--- src/rtl/fgd_pkg.sv ---
package fgd_pkg;
    typedef enum logic [1:0] {
        SPD_EXACT = 2'd0,
        SPD_FAST  = 2'd1,
        SPD_SLOW  = 2'd2
    } spd_dir_e;
endpackage

--- src/rtl/fgd_prescale.sv ---
module fgd_prescale #(
    parameter int DIV = 16
) (
    input  logic clk,
    input  logic clr,
    output logic tick
);
    localparam int PRE_W = (DIV > 2) ? $clog2(DIV) : 1;
    localparam logic [PRE_W-1:0] LAST = PRE_W'(DIV - 1);

    logic [PRE_W-1:0] pre_d, pre_q;

    always_comb begin
        pre_d = pre_q;
        if (clr)               pre_d = '0;
        else if (pre_q == LAST) pre_d = '0;
        else                   pre_d = pre_q + 1'b1;
    end

    always_ff @(posedge clk) pre_q <= pre_d;

    assign tick = (pre_q == LAST);
endmodule

--- src/rtl/fgd_edge_sync.sv ---
module fgd_edge_sync #(
    parameter int STAGES = 2
) (
    input  logic clk,
    input  logic rst,
    input  logic din,
    output logic rise
);
    logic [STAGES:0] sh_d, sh_q;

    always_comb begin
        if (rst) sh_d = '0;
        else     sh_d = {sh_q[STAGES-1:0], din};
    end

    always_ff @(posedge clk) sh_q <= sh_d;

    assign rise = sh_q[STAGES-1] & ~sh_q[STAGES];
endmodule

--- src/rtl/fgd_pump.sv ---
module fgd_pump #(
    parameter int PW = 8
) (
    input  logic          clk,
    input  logic          clr,
    input  logic          tick,
    input  logic          load,
    input  logic [PW-1:0] up_w,
    input  logic [PW-1:0] dn_w,
    output logic          up_o,
    output logic          dn_o
);
    typedef struct packed {
        logic [PW-1:0] up;
        logic [PW-1:0] dn;
    } rem_t;

    rem_t rem_d, rem_q;

    always_comb begin
        rem_d = rem_q;
        if (clr) begin
            rem_d = '0;
        end else if (load) begin
            rem_d.up = up_w;
            rem_d.dn = dn_w;
        end else if (tick) begin
            if (rem_q.up != '0) rem_d.up = rem_q.up - 1'b1;
            if (rem_q.dn != '0) rem_d.dn = rem_q.dn - 1'b1;
        end
    end

    always_ff @(posedge clk) rem_q <= rem_d;

    assign up_o = (rem_q.up != '0);
    assign dn_o = (rem_q.dn != '0);
endmodule

--- src/rtl/fgd_speed_disc.sv ---
module fgd_speed_disc #(
    parameter int DIV    = 16,
    parameter int NOM    = 512,
    parameter int WIN    = 32,
    parameter int CNT_W  = 10,
    parameter int PW     = 8,
    parameter int STAGES = 2
) (
    input  logic clk,
    input  logic rst,
    input  logic run_en,
    input  logic fg_in,
    output logic over_o,
    output logic under_o,
    output logic pll_up_o,
    output logic pll_dn_o,
    output logic lock_n_o
);
    import fgd_pkg::*;

    localparam logic [CNT_W-1:0] MAX_V  = {CNT_W{1'b1}};
    localparam logic [CNT_W-1:0] NOM_V  = CNT_W'(NOM);
    localparam logic [CNT_W-1:0] LO_V   = CNT_W'(NOM - WIN);
    localparam logic [CNT_W-1:0] HI_V   = CNT_W'(NOM + WIN);
    localparam logic [CNT_W-1:0] PMAX_V = CNT_W'((1 << PW) - 1);

    typedef struct packed {
        logic [CNT_W-1:0] cnt;
        logic             started;
        logic             odd;
        logic             lock_n;
    } meter_t;

    meter_t        st_d, st_q;
    logic          clr, tick, rise, meas_done, disc_load;
    spd_dir_e      dir;
    logic [CNT_W-1:0] gap;
    logic [PW-1:0] width, up_w, dn_w;

    assign clr = rst | ~run_en;

    fgd_prescale #(.DIV(DIV)) u_pre (
        .clk (clk),
        .clr (clr),
        .tick(tick)
    );

    fgd_edge_sync #(.STAGES(STAGES)) u_sync (
        .clk (clk),
        .rst (rst),
        .din (fg_in),
        .rise(rise)
    );

    always_comb begin
        if (st_q.cnt < NOM_V)      dir = SPD_FAST;
        else if (st_q.cnt > NOM_V) dir = SPD_SLOW;
        else                       dir = SPD_EXACT;

        gap   = (dir == SPD_FAST) ? (NOM_V - st_q.cnt) : (st_q.cnt - NOM_V);
        width = (gap > PMAX_V) ? PMAX_V[PW-1:0] : gap[PW-1:0];
        up_w  = (dir == SPD_SLOW) ? width : '0;
        dn_w  = (dir == SPD_FAST) ? width : '0;

        meas_done = rise & st_q.started & ~clr;
        disc_load = meas_done & st_q.odd;

        st_d = st_q;
        if (clr) begin
            st_d.cnt     = '0;
            st_d.started = 1'b0;
            st_d.odd     = 1'b0;
            st_d.lock_n  = 1'b1;
        end else if (rise) begin
            st_d.started = 1'b1;
            st_d.cnt     = tick ? CNT_W'(1) : '0;
            if (st_q.started) begin
                st_d.lock_n = ~((st_q.cnt >= LO_V) && (st_q.cnt <= HI_V));
                st_d.odd    = ~st_q.odd;
            end
        end else if (tick && (st_q.cnt != MAX_V)) begin
            st_d.cnt = st_q.cnt + 1'b1;
        end
    end

    always_ff @(posedge clk) st_q <= st_d;

    fgd_pump #(.PW(PW)) u_phase (
        .clk (clk),
        .clr (clr),
        .tick(tick),
        .load(meas_done),
        .up_w(up_w),
        .dn_w(dn_w),
        .up_o(pll_up_o),
        .dn_o(pll_dn_o)
    );

    fgd_pump #(.PW(PW)) u_disc (
        .clk (clk),
        .clr (clr),
        .tick(tick),
        .load(disc_load),
        .up_w(up_w),
        .dn_w(dn_w),
        .up_o(under_o),
        .dn_o(over_o)
    );

    assign lock_n_o = st_q.lock_n;
endmodule

--- config.mk ---
export PLATFORM = sky130hd
export DESIGN_NAME = fgd_speed_disc
export DESIGN_NICKNAME = d
export VERILOG_FILES = /design/src/rtl/fgd_pkg.sv /design/src/rtl/fgd_prescale.sv /design/src/rtl/fgd_edge_sync.sv /design/src/rtl/fgd_pump.sv /design/src/rtl/fgd_speed_disc.sv
export SDC_FILE = /design/constraint.sdc
export NUM_CORES = 1
export LEC_CHECK = 0
export ABC_AREA = 1
export BUFFER_PORTS_ARGS = -buffer_cell sky130_fd_sc_hd__buf_2
export CELL_PAD_IN_SITES_DETAIL_PLACEMENT = 1
export CELL_PAD_IN_SITES_GLOBAL_PLACEMENT = 2
export CORE_MARGIN = 1.5
export CORE_UTILIZATION = 30
export DETAILED_ROUTE_END_ITERATION = 12
export PLACE_DENSITY_LB_ADDON = 0.1
export SYNTH_ARGS = -nofsm -noshare
export SYNTH_HDL_FRONTEND = slang
export SYNTH_SLANG_ARGS = --single-unit
--- constraint.sdc ---
create_clock -name clk -period 1.4 [get_ports clk]
set_input_delay 0.28 -clock clk [delete_from_list [all_inputs] [get_ports clk]]
set_output_delay 0.28 -clock clk [all_outputs]
set_load 0.005 [all_outputs]
**Yosys cells after proc, flatten, opt, wreduce, memory -nomap -nowiden**

Cells that the tools add are included.
W data, S select, Z words.

- Flip-flop bits (word level): 52
- Logic and storage cells: 73

- Reduce and logical (&&, ||, !) cells: 19
- Bitwise logic cells: 10
- Magnitude comparators: 5
- $add $sub $neg: 8
- Equal/unequal tests: 4
- Muxes and demuxes: 17

Operators by type and width:

| operator | number |
|---|---|
| $mux W16 | 4 |
| $mux W8 | 7 |
| $reduce_bool A8 Y1 | 4 |
| $sub A8 B1 Y8 const B | 4 |
| $mux W10 | 3 |
| $reduce_bool A2 Y1 | 7 |
| $add A10 B1 Y10 const B | 1 |
| $ge A10 B9 Y1 const B | 1 |
| $gt A10 B10 Y1 const B | 1 |
| $gt A10 B8 Y1 const B | 1 |
| $le A10 B10 Y1 const B | 1 |
| $lt A10 B10 Y1 const B | 1 |
| $ne A10 B10 Y1 const B | 1 |
| $reduce_and A2 Y1 | 5 |
| $sub A10 B10 Y10 const A | 1 |
| $sub A10 B10 Y10 const B | 1 |
| $not A1 Y1 | 5 |
| $add A4 B1 Y4 const B | 1 |
| $and A1 B1 Y1 | 4 |
| $eq A4 B4 Y1 const B | 1 |
| $mux W2 | 2 |
| $eq A2 B1 Y1 const B | 1 |
| $eq A2 B2 Y1 const B | 1 |
| $logic_and A1 B1 Y1 | 2 |
| other kinds (3) | 3 |

**Logic depth before layout (Yosys ltp)**

Gate-level depths: netlist (run 1).

- Depth in word-level cells: 9
- Gate-level depth with buffers: 13
- Gate-level depth less buffers: 12

**Hierarchy**

From an unflattened synthesis (run 1), not the netlist that was laid out.

- Cells, all modules: 614
- Area total of the unflattened synthesis: 3794.9 um^2

Modules (own cells, without submodules):

| module | area each (um^2) | seq. area each (um^2) | cells an instance | times used |
|---|---|---|---|---|
| fgd_pump (u_phase) | 1219.9 | 320.3 | 189 | 1 |
| fgd_speed_disc | 1184.9 | 260.2 | 200 | 1 |
| fgd_pump (u_disc) | 1143.6 | 320.3 | 197 | 1 |
| fgd_prescale | 160.2 | 80.1 | 18 | 1 |
| fgd_edge_sync | 86.3 | 60.1 | 10 | 1 |

**Worst setup path before layout (run 1)**

Ideal clock, no wire load.

- Path kind: register to register
- From: reg st_q[3] in the netlist's numbering
- To: reg u_phase.rem_q[5] in the netlist's numbering
- Arrival: 1.407 ns
- Period minus slack after synthesis: 1.541 ns
- Slack: -0.141 ns
- Stages on the path, launching flop included: 14
- Path buffers: 1
- Cell sequence: dfxtp_1 -> inv_2 -> ha_1 -> nand3_2 -> nor2_2 -> nand2_1 -> nand2_2 -> nor2_4 -> buf_12 -> nand2_4 -> nand2_1 -> nand2_1 -> nand2_1 -> a21oi_2

- Longest elaborated chain between the ends: 9

Ends and longest elaborated chain:

| what | RTL line | text |
|---|---|---|
| start: declaration | fgd_speed_disc.sv:34 | `meter_t st_d, st_q;` |
| start signal: assignment | fgd_speed_disc.sv:86 | `always_ff @(posedge clk) st_q <= st_d;` |
| $gt A10 B10 Y1 | fgd_speed_disc.sv:57 | `else if (st_q.cnt > NOM_V) dir = SPD_SLOW;` |
| $mux W2 | fgd_speed_disc.sv:57 |  |
| $mux W2 | fgd_speed_disc.sv:56 | `if (st_q.cnt < NOM_V) dir = SPD_FAST;` |
| $eq A2 B1 Y1 | fgd_speed_disc.sv:60, fgd_speed_disc.sv:63 |  |
| $mux W10 | fgd_speed_disc.sv:60 | `gap = (dir == SPD_FAST) ? (NOM_V - st_q.cnt) : (st_q.cnt - NOM_V);` |
| $gt A10 B8 Y1 | fgd_speed_disc.sv:61 | `width = (gap > PMAX_V) ? PMAX_V[PW-1:0] : gap[PW-1:0];` |
| $mux W8 | fgd_speed_disc.sv:61 |  |
| $mux W8 (*) | fgd_speed_disc.sv:63 | `dn_w = (dir == SPD_FAST) ? width : '0;` |
| $mux W16 (*) | fgd_pump.sv:24 | `end else if (load) begin` |
| end signal: assignment | fgd_pump.sv:33 | `always_ff @(posedge clk) rem_q <= rem_d;` |
| end: declaration | fgd_pump.sv:18 | `rem_t rem_d, rem_q;` |

Mark *: on every way between the ends. The rest lies on a longest branch, timed or not.
A chain may end at the register's enable or synchronous reset.

**Final worst setup path (run 1)**

- From: reg st_q[4] in the netlist's numbering
- To: reg u_phase.rem_q[3] in the netlist's numbering

The elaborated chain is that of the path after synthesis.

==> run summary, run 1 <==
The initial antenna violation count is 0, and the number of global-route vias before repair is 3872. Setup violations remaining at the end of the flow were counted as 46. In this run the worst path has a maximum fanout of 4. After the last flow step, the layout net total stands at 628. The first global-routing pass estimated 19770 um of wire. At the worst endpoint, the arrival time is 2030 ps.

The H-tree was split into 2 levels. Global routing used 22.25% of the available tracks across all layers. The number of enable flip-flop cells after synthesis came out at 0.

The run finished, with violations left. Antenna violation net count after detailed routing: 0. Final antenna diode count: 0. The run gives 2.552 mW as the total design power. STA classifies the critical path startpoint as a register. The checks that failed: negative setup slack. The run gives 0 as the post-cts hold buffer count. The most used flip-flop cell after synthesis is sky130_fd_sc_hd__dfxtp_1.

The die area was 0.01162 mm^2; the worst slack after detailed placement was -317.0 ps. The final route contains 3711 vias. The post-route setup TNS is -9842 ps, and the worst slew margin relative to its limit is 76.17%.

Once the floorplan was initialized, standard cells occupied 30.52% of the core. The tools report the number of core rows as 38. The horizontal die dimension is 107.8 um, and the share of flip-flops with an asynchronous set or reset is 0%. The logs give 0 for the remaining global-route overflow and 0 for the count of unresolved DRC violations after routing. The clock net in this run drives a total of 52 sinks.

The synthesized design contains 52 register bits. The iteration-0 DRC count of the detailed router is 89. The worst setup skew after layout was 21.23 ps; the count of endpoints failing hold in the final timing report was 0.

The power density over the cells is 470.4 mW/mm^2. The cell area after placement is 0.004439 mm^2, and the number of nets in the synthesized netlist is 492. The final weighted congestion in routability-driven placement is 0.8119. The most frequent cell after synthesis was sky130_fd_sc_hd__nand2_1. Setup repair after global routing could not meet its margin everywhere.

In this run the biggest area consumer among cell types represents 31.60% of the synthesized area. For the worst setup path, the data required time is 1670 ps. After synthesis, flip-flops and latches occupy 31.60% of the total area. Once detailed placement completed, the half-perimeter wirelength came to 9026 um. The max-slew violation total from the final report is 0, and the number of standard cells after synthesis is 481.

The tools report the clock tree root driver cell as sky130_fd_sc_hd__clkbuf_8. By count the netlist is led by sky130_fd_sc_hd__nand2_1 (99), sky130_fd_sc_hd__nor2_1 (53), sky130_fd_sc_hd__dfxtp_1 (52), sky130_fd_sc_hd__inv_1 (51), sky130_fd_sc_hd__nand3_1 (35). The timing-limited maximum frequency is 568.4 MHz, and the post-synthesis cell area is 0.003294 mm^2. The largest vdd supply drop was 0.4140 mV. The later pin in the worst-skew pair is clocked with a latency of 330 ps. sky130_fd_sc_hd__dfxtp_1 takes more of the synthesized area than any other cell. The first detailed-routing pass ran for 4 iterations.

Summed over all layers, the routed wires come to 12250 um. Summed over all cells, the static leakage comes to 2.348 nW. Dividing the detail-routed wire length by the instance count gives 16.16 um.

The region available for standard cell placement spans 0.01079 mm^2. TritonCTS built the clock tree. Counting the buffers created by CTS gives 5. With fillers left out, the area of the finished cells amounts to 0.005424 mm^2. The post-route netlist has 53.56% of its cells at a drive strength greater than 1. Buffers placed on the I/O ports in this run total 8. The final cell utilization of the core was 50.26%; the final critical-path share of the clock period was 125.7%. Max-cap violations in this run came to 0. Yosys attributes the largest share of cell area to sky130_fd_sc_hd__dfxtp_1 (32%), sky130_fd_sc_hd__nand2_1 (11%), sky130_fd_sc_hd__nor2_1 (6.0%), sky130_fd_sc_hd__inv_1 (5.8%), sky130_fd_sc_hd__nand3_1 (5.3%). Clock-pin slew was measured on the worst setup and hold paths at 110 ps. The synthesis-to-layout area growth was 64.64%.

The final-layout fill cell count is 1317, and the number of different library cells in the post-synthesis netlist is 43. The via count normalized by instance count is 4.896, and the post-route minimum period is 1759 ps. At the pin with the least slew margin, the transition time is 357.0 ps. For the clock tree buffer depth, the log shows 2. The yosys synthesis warning count came out at 0. The worst setup path is of the reg2reg kind.

The type of element capturing the critical path was a register. In this run the count of I/O pins placed on the die edge is 9. Entering global routing, the biggest net connects 24 pins. The die height is 107.8 um, and the mean post-synth cell area is 6.849 um^2. The worst hold path belongs to the class in2reg.

The tools report the worst path setup slack after routing as -359.3 ps.
[final cells by class]
cell class              count  area (um^2)  area share (%)
clock buffers               6        72.57           1.338
clock inverters             2        16.27          0.2999
inverters                  62        262.8           4.844
multi-input cells         358         2693           49.64
flip-flops and latches     52         1066           19.65
well taps                 140        175.2           3.230
repair buffers            138         1139           20.99
[path summary, 6_finish.rpt]
| path | depth (start not counted) | slack [ps] | endpoint | startpoint |
|---|---|---|---|---|
| setup / recovery | 12 | -360 | u_phase.rem_q[3] | st_q[4] |
| hold / removal | 3 | 160 | u_sync.sh_q[0] | fg_in |
| setup reg to reg | 12 | -360 | u_phase.rem_q[3] | st_q[4] |
| hold reg to reg | 2 | 410 | u_sync.sh_q[1] | u_sync.sh_q[0] |
[logic make-up after synthesis]
family	synth area share [%]
AOI/OAI and AO/OA	17.70
and+or+nand+nor	34.30
xor gates and xnor gates	4.254
DFF	31.60
buffers and inverters	9.495
adders and majority gates	2.658
[layer usage]
layer / up-vias / track usage [%] / wire [um]
met1: 1821 / 27.14 / 5323
met3: 12 / 2.482 / 200
met5: - / 0 / 0
met2: 35 / 41.17 / 6550
li1: 1843 / - / -
met4: 0 / 5.827 / 175
[metrics by stage]
step	std cells	hold WS [ps]
final	758	159.9
after global routing	758	150.2
after CTS	755	151.0
after detailed placement	726	403.6
after global placement	726	391.4
after floorplan	481	351.2
[repair_timing]
item | CTS | global route
pin swaps | 45 | 31
setup endpoints to repair | 46 | 48
gates resized for setup | 133 | 26
buffers inserted | 19 | 4
cloned | 2 | 0
[report_power, final]
| part | internal, mW | switching (mW) |
|---|---|---|
| sequential | 1.48 | 0.00495 |
| combinational | 0.0346 | 0.0641 |
| clock | 0.359 | 0.607 |
| total | 1.88 | 0.676 |
[critical path: stages (launching register included)]
cell,delay [ps]
sky130_fd_sc_hd__dfxtp_4,390
sky130_fd_sc_hd__inv_4,70
sky130_fd_sc_hd__ha_4,140
sky130_fd_sc_hd__nand3_4,90
sky130_fd_sc_hd__nor2_4,110
sky130_fd_sc_hd__nand2_2,60
sky130_fd_sc_hd__nand2_2,80
sky130_fd_sc_hd__nor2_4,70
sky130_fd_sc_hd__buf_16,160
sky130_fd_sc_hd__buf_12,130
sky130_fd_sc_hd__a21oi_4,190
sky130_fd_sc_hd__nand2_2,80
sky130_fd_sc_hd__a21oi_2,130
[cells in the final DEF (no fill, tap or decap), types with 10 or more instances in the layout]
cell / count
sky130_fd_sc_hd__buf_4: 116
sky130_fd_sc_hd__nand2_1: 60
sky130_fd_sc_hd__nor2_1: 44
sky130_fd_sc_hd__inv_1: 37
sky130_fd_sc_hd__dfxtp_1: 36
sky130_fd_sc_hd__nand2_2: 33
sky130_fd_sc_hd__a21oi_2: 23
sky130_fd_sc_hd__o21ai_0: 22
sky130_fd_sc_hd__nand3_1: 19
sky130_fd_sc_hd__inv_2: 17
sky130_fd_sc_hd__dfxtp_2: 14
sky130_fd_sc_hd__nand2_4: 13
sky130_fd_sc_hd__a21oi_1: 13
sky130_fd_sc_hd__nor2_4: 12
sky130_fd_sc_hd__o21ai_1: 12
sky130_fd_sc_hd__buf_6: 12
sky130_fd_sc_hd__xor2_1: 11
sky130_fd_sc_hd__nand4_1: 10
sky130_fd_sc_hd__nand3_2: 10
[registers in the layout, summed over array words and instances (netlist names)]
register       cells
u_disc.rem_q      16
u_phase.rem_q     16
st_q              12
u_pre.pre_q        4
u_sync.sh_q        3
lock_n_o           1
(Power assumes the default switching activity.)
==> inputs of run 2 (changes only) <==
--- a/config.mk
+++ b/config.mk
@@ -5,7 +5,6 @@
 export SDC_FILE = /design/constraint.sdc
 export NUM_CORES = 1
 export LEC_CHECK = 0
-export ABC_AREA = 1
 export BUFFER_PORTS_ARGS = -buffer_cell sky130_fd_sc_hd__buf_2
 export CELL_PAD_IN_SITES_DETAIL_PLACEMENT = 1
 export CELL_PAD_IN_SITES_GLOBAL_PLACEMENT = 2
==> run 2 against run 1 <==
  * The run still ends with negative setup slack left
  * Design area shrank 12%
  * Clock power is 12% higher
  * Utilization increased by 0.97 points
  * Total power up 4.6%
  * Count of clock-buffer cells in the layout is 1 lower
  * Cell count decreased by 17%
  * Largest cell class unchanged
  * Die area decreased by 12%
  * Clock skew fell by 14 ps
==> run summary, run 2 <==
The flow ran to the end, but the final reports show violations. The checks that failed: negative setup slack. The final non-filler cell area was 0.004756 mm^2 (-12%); the number of endpoints failing setup at the final stage was 47 (+2.2%). The setup slack of the worst register-to-register path is -460 ps (-100 ps), and the adder and majority cell fraction of the synthesized area is 3.036% (+0.38 points). The logs give 632 (-17%) for the number of standard cells in the final layout excluding fillers and 537.9 MHz (-5.4%) for the timing-limited maximum frequency. The tools report the combined global-route utilization of all metal layers as 21.50% (-0.75 points).

TritonCTS built the clock tree. The worst setup skew after layout came out at 7.216 ps (-14.01 ps). For the sink count of the clock tree, the log shows 52 (unchanged). The tools report the total wire length as 10480 um (-14%). The post-route setup TNS was -14760 ps (-4920 ps).

The count of vias placed by the detailed router is 3192 (-14%), and the maximum fanout along the worst path is 5 (+1). The mean post-synth cell area was 8.128 um^2 (+19%). The number of buffers added by the clock tree synthesis step was 5 (unchanged). Yosys instantiated no cell more often than sky130_fd_sc_hd__dfxtp_1. Critical register-to-register path startpoint: st_q[3]. The worst hold path begins at fg_in. In the final layout, the registers with the most flip-flops are u_disc.rem_q: 16 flops, u_phase.rem_q: 16 flops, st_q: 12 flops. The worst setup path is captured at a register. The synthesis-to-layout area growth is 64.83%. STA classifies the critical path startpoint as a register. Sequential fraction of the synthesis area: 36.08% (+4.5 points). The tools report the standby leakage power as 1.967 nW (-16%).

The layout net count was 513 (-18%); the starting density of the core was 31.08% (+0.55 points). The die height was 101.1 um (-6.2%); the post-synthesis cell area was 0.002885 mm^2 (-12%). The most common library cell in the layout ignoring fill and taps was sky130_fd_sc_hd__buf_4. The boundary pin count is 9 (unchanged), and the clock tree buffer depth is 2 (unchanged).

The number of iterations in the first detailed-routing pass is 4 (unchanged). The worst path setup slack after routing came out at -459.1 ps (-99.82 ps). Combinational share of power: 3.6% (-0.3 points). The proportion of power drawn by the clock network was 40.6% (+2.7 points); the instance count after placement with tap cells included was 601 (-17%). Clock-pin slew on the worst setup and hold paths: 100 ps (about the same). The final cell utilization of the core was 51.23% (+0.97 points). The run gives 54 (+26%) as the number of different library cells in the post-synthesis netlist. Capture point of the worst reg-to-reg path: u_phase.rem_q[11]. The commonest cells after synthesis are sky130_fd_sc_hd__dfxtp_1 (52), sky130_fd_sc_hd__nor2_1 (38), sky130_fd_sc_hd__o22ai_1 (25), sky130_fd_sc_hd__nand2_1 (23), sky130_fd_sc_hd__o21ai_0 (17). The run gives 0.6019 mW (-11%) as the switching power. The number of global-route vias before repair was 3413 (-12%). The max-slew violation total from the final report was 0 (unchanged); the final antenna diode count was 0 (unchanged). Routed wirelength normalized by instance count: 16.59 um (+2.6%). In the layout the commonest cells are sky130_fd_sc_hd__buf_4 (131), sky130_fd_sc_hd__dfxtp_1 (33), sky130_fd_sc_hd__nor2_1 (32). The final critical-path share of the clock period was 132.8% (+7.1 points); the horizontal die dimension was 101.1 um (-6.2%). The depth of the worst register-to-register path is 7 (-5). The tools report the count of unresolved DRC violations after routing as 0 (unchanged). The area of the placeable core was 0.009284 mm^2 (-14%). The share of power burned in registers is 55.8% (-2.5 points), and the yosys synthesis warning count is 0 (unchanged).

The fraction of final layout cells with drive strength greater than 1 works out to 50.50% (-3.1 points). The endpoint arrival time on the critical path came out at 2100 ps (+70 ps). The tools report the wire length of the first global-routing pass as 16940 um (-14%). The most used flip-flop cell after synthesis was sky130_fd_sc_hd__dfxtp_1.

The slew at the pin closest to its max-slew limit came out at 410.6 ps (+53.65 ps). The tools report the H-tree depth reported by CTS as 2 (unchanged). The via count normalized by instance count came out at 5.051 (+3.2%). The area share of and/or/nand/nor cells after synthesis is 27.54% (-6.8 points).

The share of flip-flops with an asynchronous set or reset was 0% (unchanged); the required time of the critical path was 1640 ps (-30 ps). The count of endpoints failing hold in the final timing report was 0 (unchanged); the proportion of synthesized area in mux cells was 1.388% (+1.4 points). Cell area after placement: 0.004038 mm^2 (-9.0%). The run gives 0 (unchanged) as the max capacitance violation total. The tools report the worst slew margin relative to its limit as 72.41% (-3.8 points). The iteration-0 DRC count of the detailed router was 59 (-34%); the number of core rows was 35 (-7.9%).

The tools report the initial antenna violation count as 0 (unchanged). Final weighted congestion in routability-driven placement: 0.8903 (+9.7%). Xor/xnor cell area share of the yosys netlist: 8.803% (+4.5 points). Tracing the worst setup path back leads to its startpoint at st_q[3].

The biggest area contributor in the post-synthesis netlist is sky130_fd_sc_hd__dfxtp_1. The count of buffers inserted at the top-level ports is 8 (unchanged), and the number of nets in the synthesized netlist is 366 (-26%). Final-layout fill cell count: 1133 (-14%). The cell sitting at the root of the clock tree is a sky130_fd_sc_hd__clkbuf_8.

The number of enable flip-flop cells after synthesis was 0 (unchanged); the share of the synthesized area in the top cell type was 36.08% (+4.5 points). The number of standard cells after synthesis was 355 (-26%). The power density over the cells was 561.0 mW/mm^2 (+19%). The critical path is of the reg2reg type.

The run gives 8007 um (-11%) as the HPWL after detailed placement. By area the synthesized netlist is led by sky130_fd_sc_hd__dfxtp_1 (36%), sky130_fd_sc_hd__o22ai_1 (5.4%), sky130_fd_sc_hd__nor2_1 (4.9%), sky130_fd_sc_hd__xor2_1 (4.6%), sky130_fd_sc_hd__xnor2_1 (4.2%). Setup repair after global routing could not meet its margin everywhere. The die area is 0.01022 mm^2 (-12%), and the source-to-sink clock delay at the later pin of the worst-skew pair is 310 ps (-20 ps).

The antenna violation net count after detailed routing was 0 (unchanged); the largest vdd supply drop was 0.3453 mV (-17%). Post-route minimum period: 1859 ps (+99.82 ps). The logs give 0 (unchanged) for the remaining global-route overflow and 18 (-25%) for the maximum number of pins on one net before global-route repair. The area fraction in compound gates after synthesis works out to 19.08% (+1.4 points).

The worst hold path class is in2reg. In this run the worst setup path terminates at u_phase.rem_q[11]. The internal power summed over all cells came out at 2.066 mW (+10%). The register bit total from synthesis came out at 52 (unchanged). After synthesis, the largest family of logic cells by area is simple AND/OR/NAND/NOR gates.

Fraction of power spent switching nets: 22.56% (-3.9 points).
==> run 2: cell count changes after synthesis, sizes merged, moves of 20 or more <==
cell / previous run / this run
a21oi: 43 / 16
o22ai: 0 / 25
nor2: 63 / 38
o21ai: 38 / 18
nand2: 114 / 23
inv: 60 / 15
nand3: 37 / 14
==> run 2: cell families after synthesis <==
logic type / count (synthesis)
AOI/OAI and AO/OA: 86
buffers and inverters: 29
xor gates and xnor gates: 29
and+or+nand+nor: 148
DFF: 52
adders and majority gates: 7
muxes: 4
==> run 2: metal layers <==
layer | track usage, % | vias up | part of all wire, %
li1 | - | 1582 | -
met1 | 24.84 | 1564 | 44
met2 | 40.99 | 28 | 53
met3 | 2.080 | 18 | 1.2
met4 | 7.158 | 0 | 2.6
met5 | 0 | - | 0
==> run 2: timing repair <==
item,in CTS,in global routing
setup buffers,17,6
pin swaps,33,13
setup endpoints to repair,47,47
hold buffers,0,0
resized for setup,89,21
==> run 2: area by class of cell <==
| class | instances | area (um^2) | share of cell area [%] |
|---|---|---|---|
| clock inverters | 3 | 46.29 | 0.9734 |
| repair buffers | 154 | 1207 | 25.39 |
| multi-input cells | 274 | 2148 | 45.17 |
| inverters | 15 | 56.30 | 1.184 |
| well taps | 129 | 161.4 | 3.394 |
| flip-flops and latches | 52 | 1067 | 22.44 |
| clock buffers | 5 | 68.82 | 1.447 |
==> run 2: critical path, cell delays in order (launching register included) <==
cell and delay [ps]:
sky130_fd_sc_hd__dfxtp_2 340, sky130_fd_sc_hd__inv_2 70, sky130_fd_sc_hd__ha_4 130, sky130_fd_sc_hd__or4b_4 500, sky130_fd_sc_hd__o21ai_4 220, sky130_fd_sc_hd__and3_4 300
sky130_fd_sc_hd__nor2_4 70, sky130_fd_sc_hd__o22ai_1 150
==> run 2: through the flow <==
stage	power (mW)	hold WS [ps]	worst slack, ps
final	2.668	180.4	-459.1
after detailed placement	1.616	429.5	-562.6
after floorplan	1.563	351.6	-383.0
after global routing	2.762	202.1	-518.8
after global placement	1.613	422.2	-526.0
after CTS	2.702	171.7	-453.9
==> run 2: how the worst min path moves through the flow <==
stage               cells past startpoint  slack [ps]             end
floorplan                               1         350  u_sync.sh_q[0]
global placement                        1         420  u_sync.sh_q[1]
detailed placement                      1         430  u_sync.sh_q[1]
CTS                                     2         170  u_sync.sh_q[0]
global route                            2         200  u_sync.sh_q[0]
finish                                  2         180  u_sync.sh_q[0]
==> run 2: power groups by stage <==
stage               clock (mW)  combinational, mW  sequential (mW)
global route              1.17              0.105             1.49
CTS                       1.12             0.0948             1.49
floorplan                    0             0.0380             1.53
detailed placement           0             0.0903             1.53
global placement             0             0.0879             1.53
finish                    1.08             0.0951             1.49
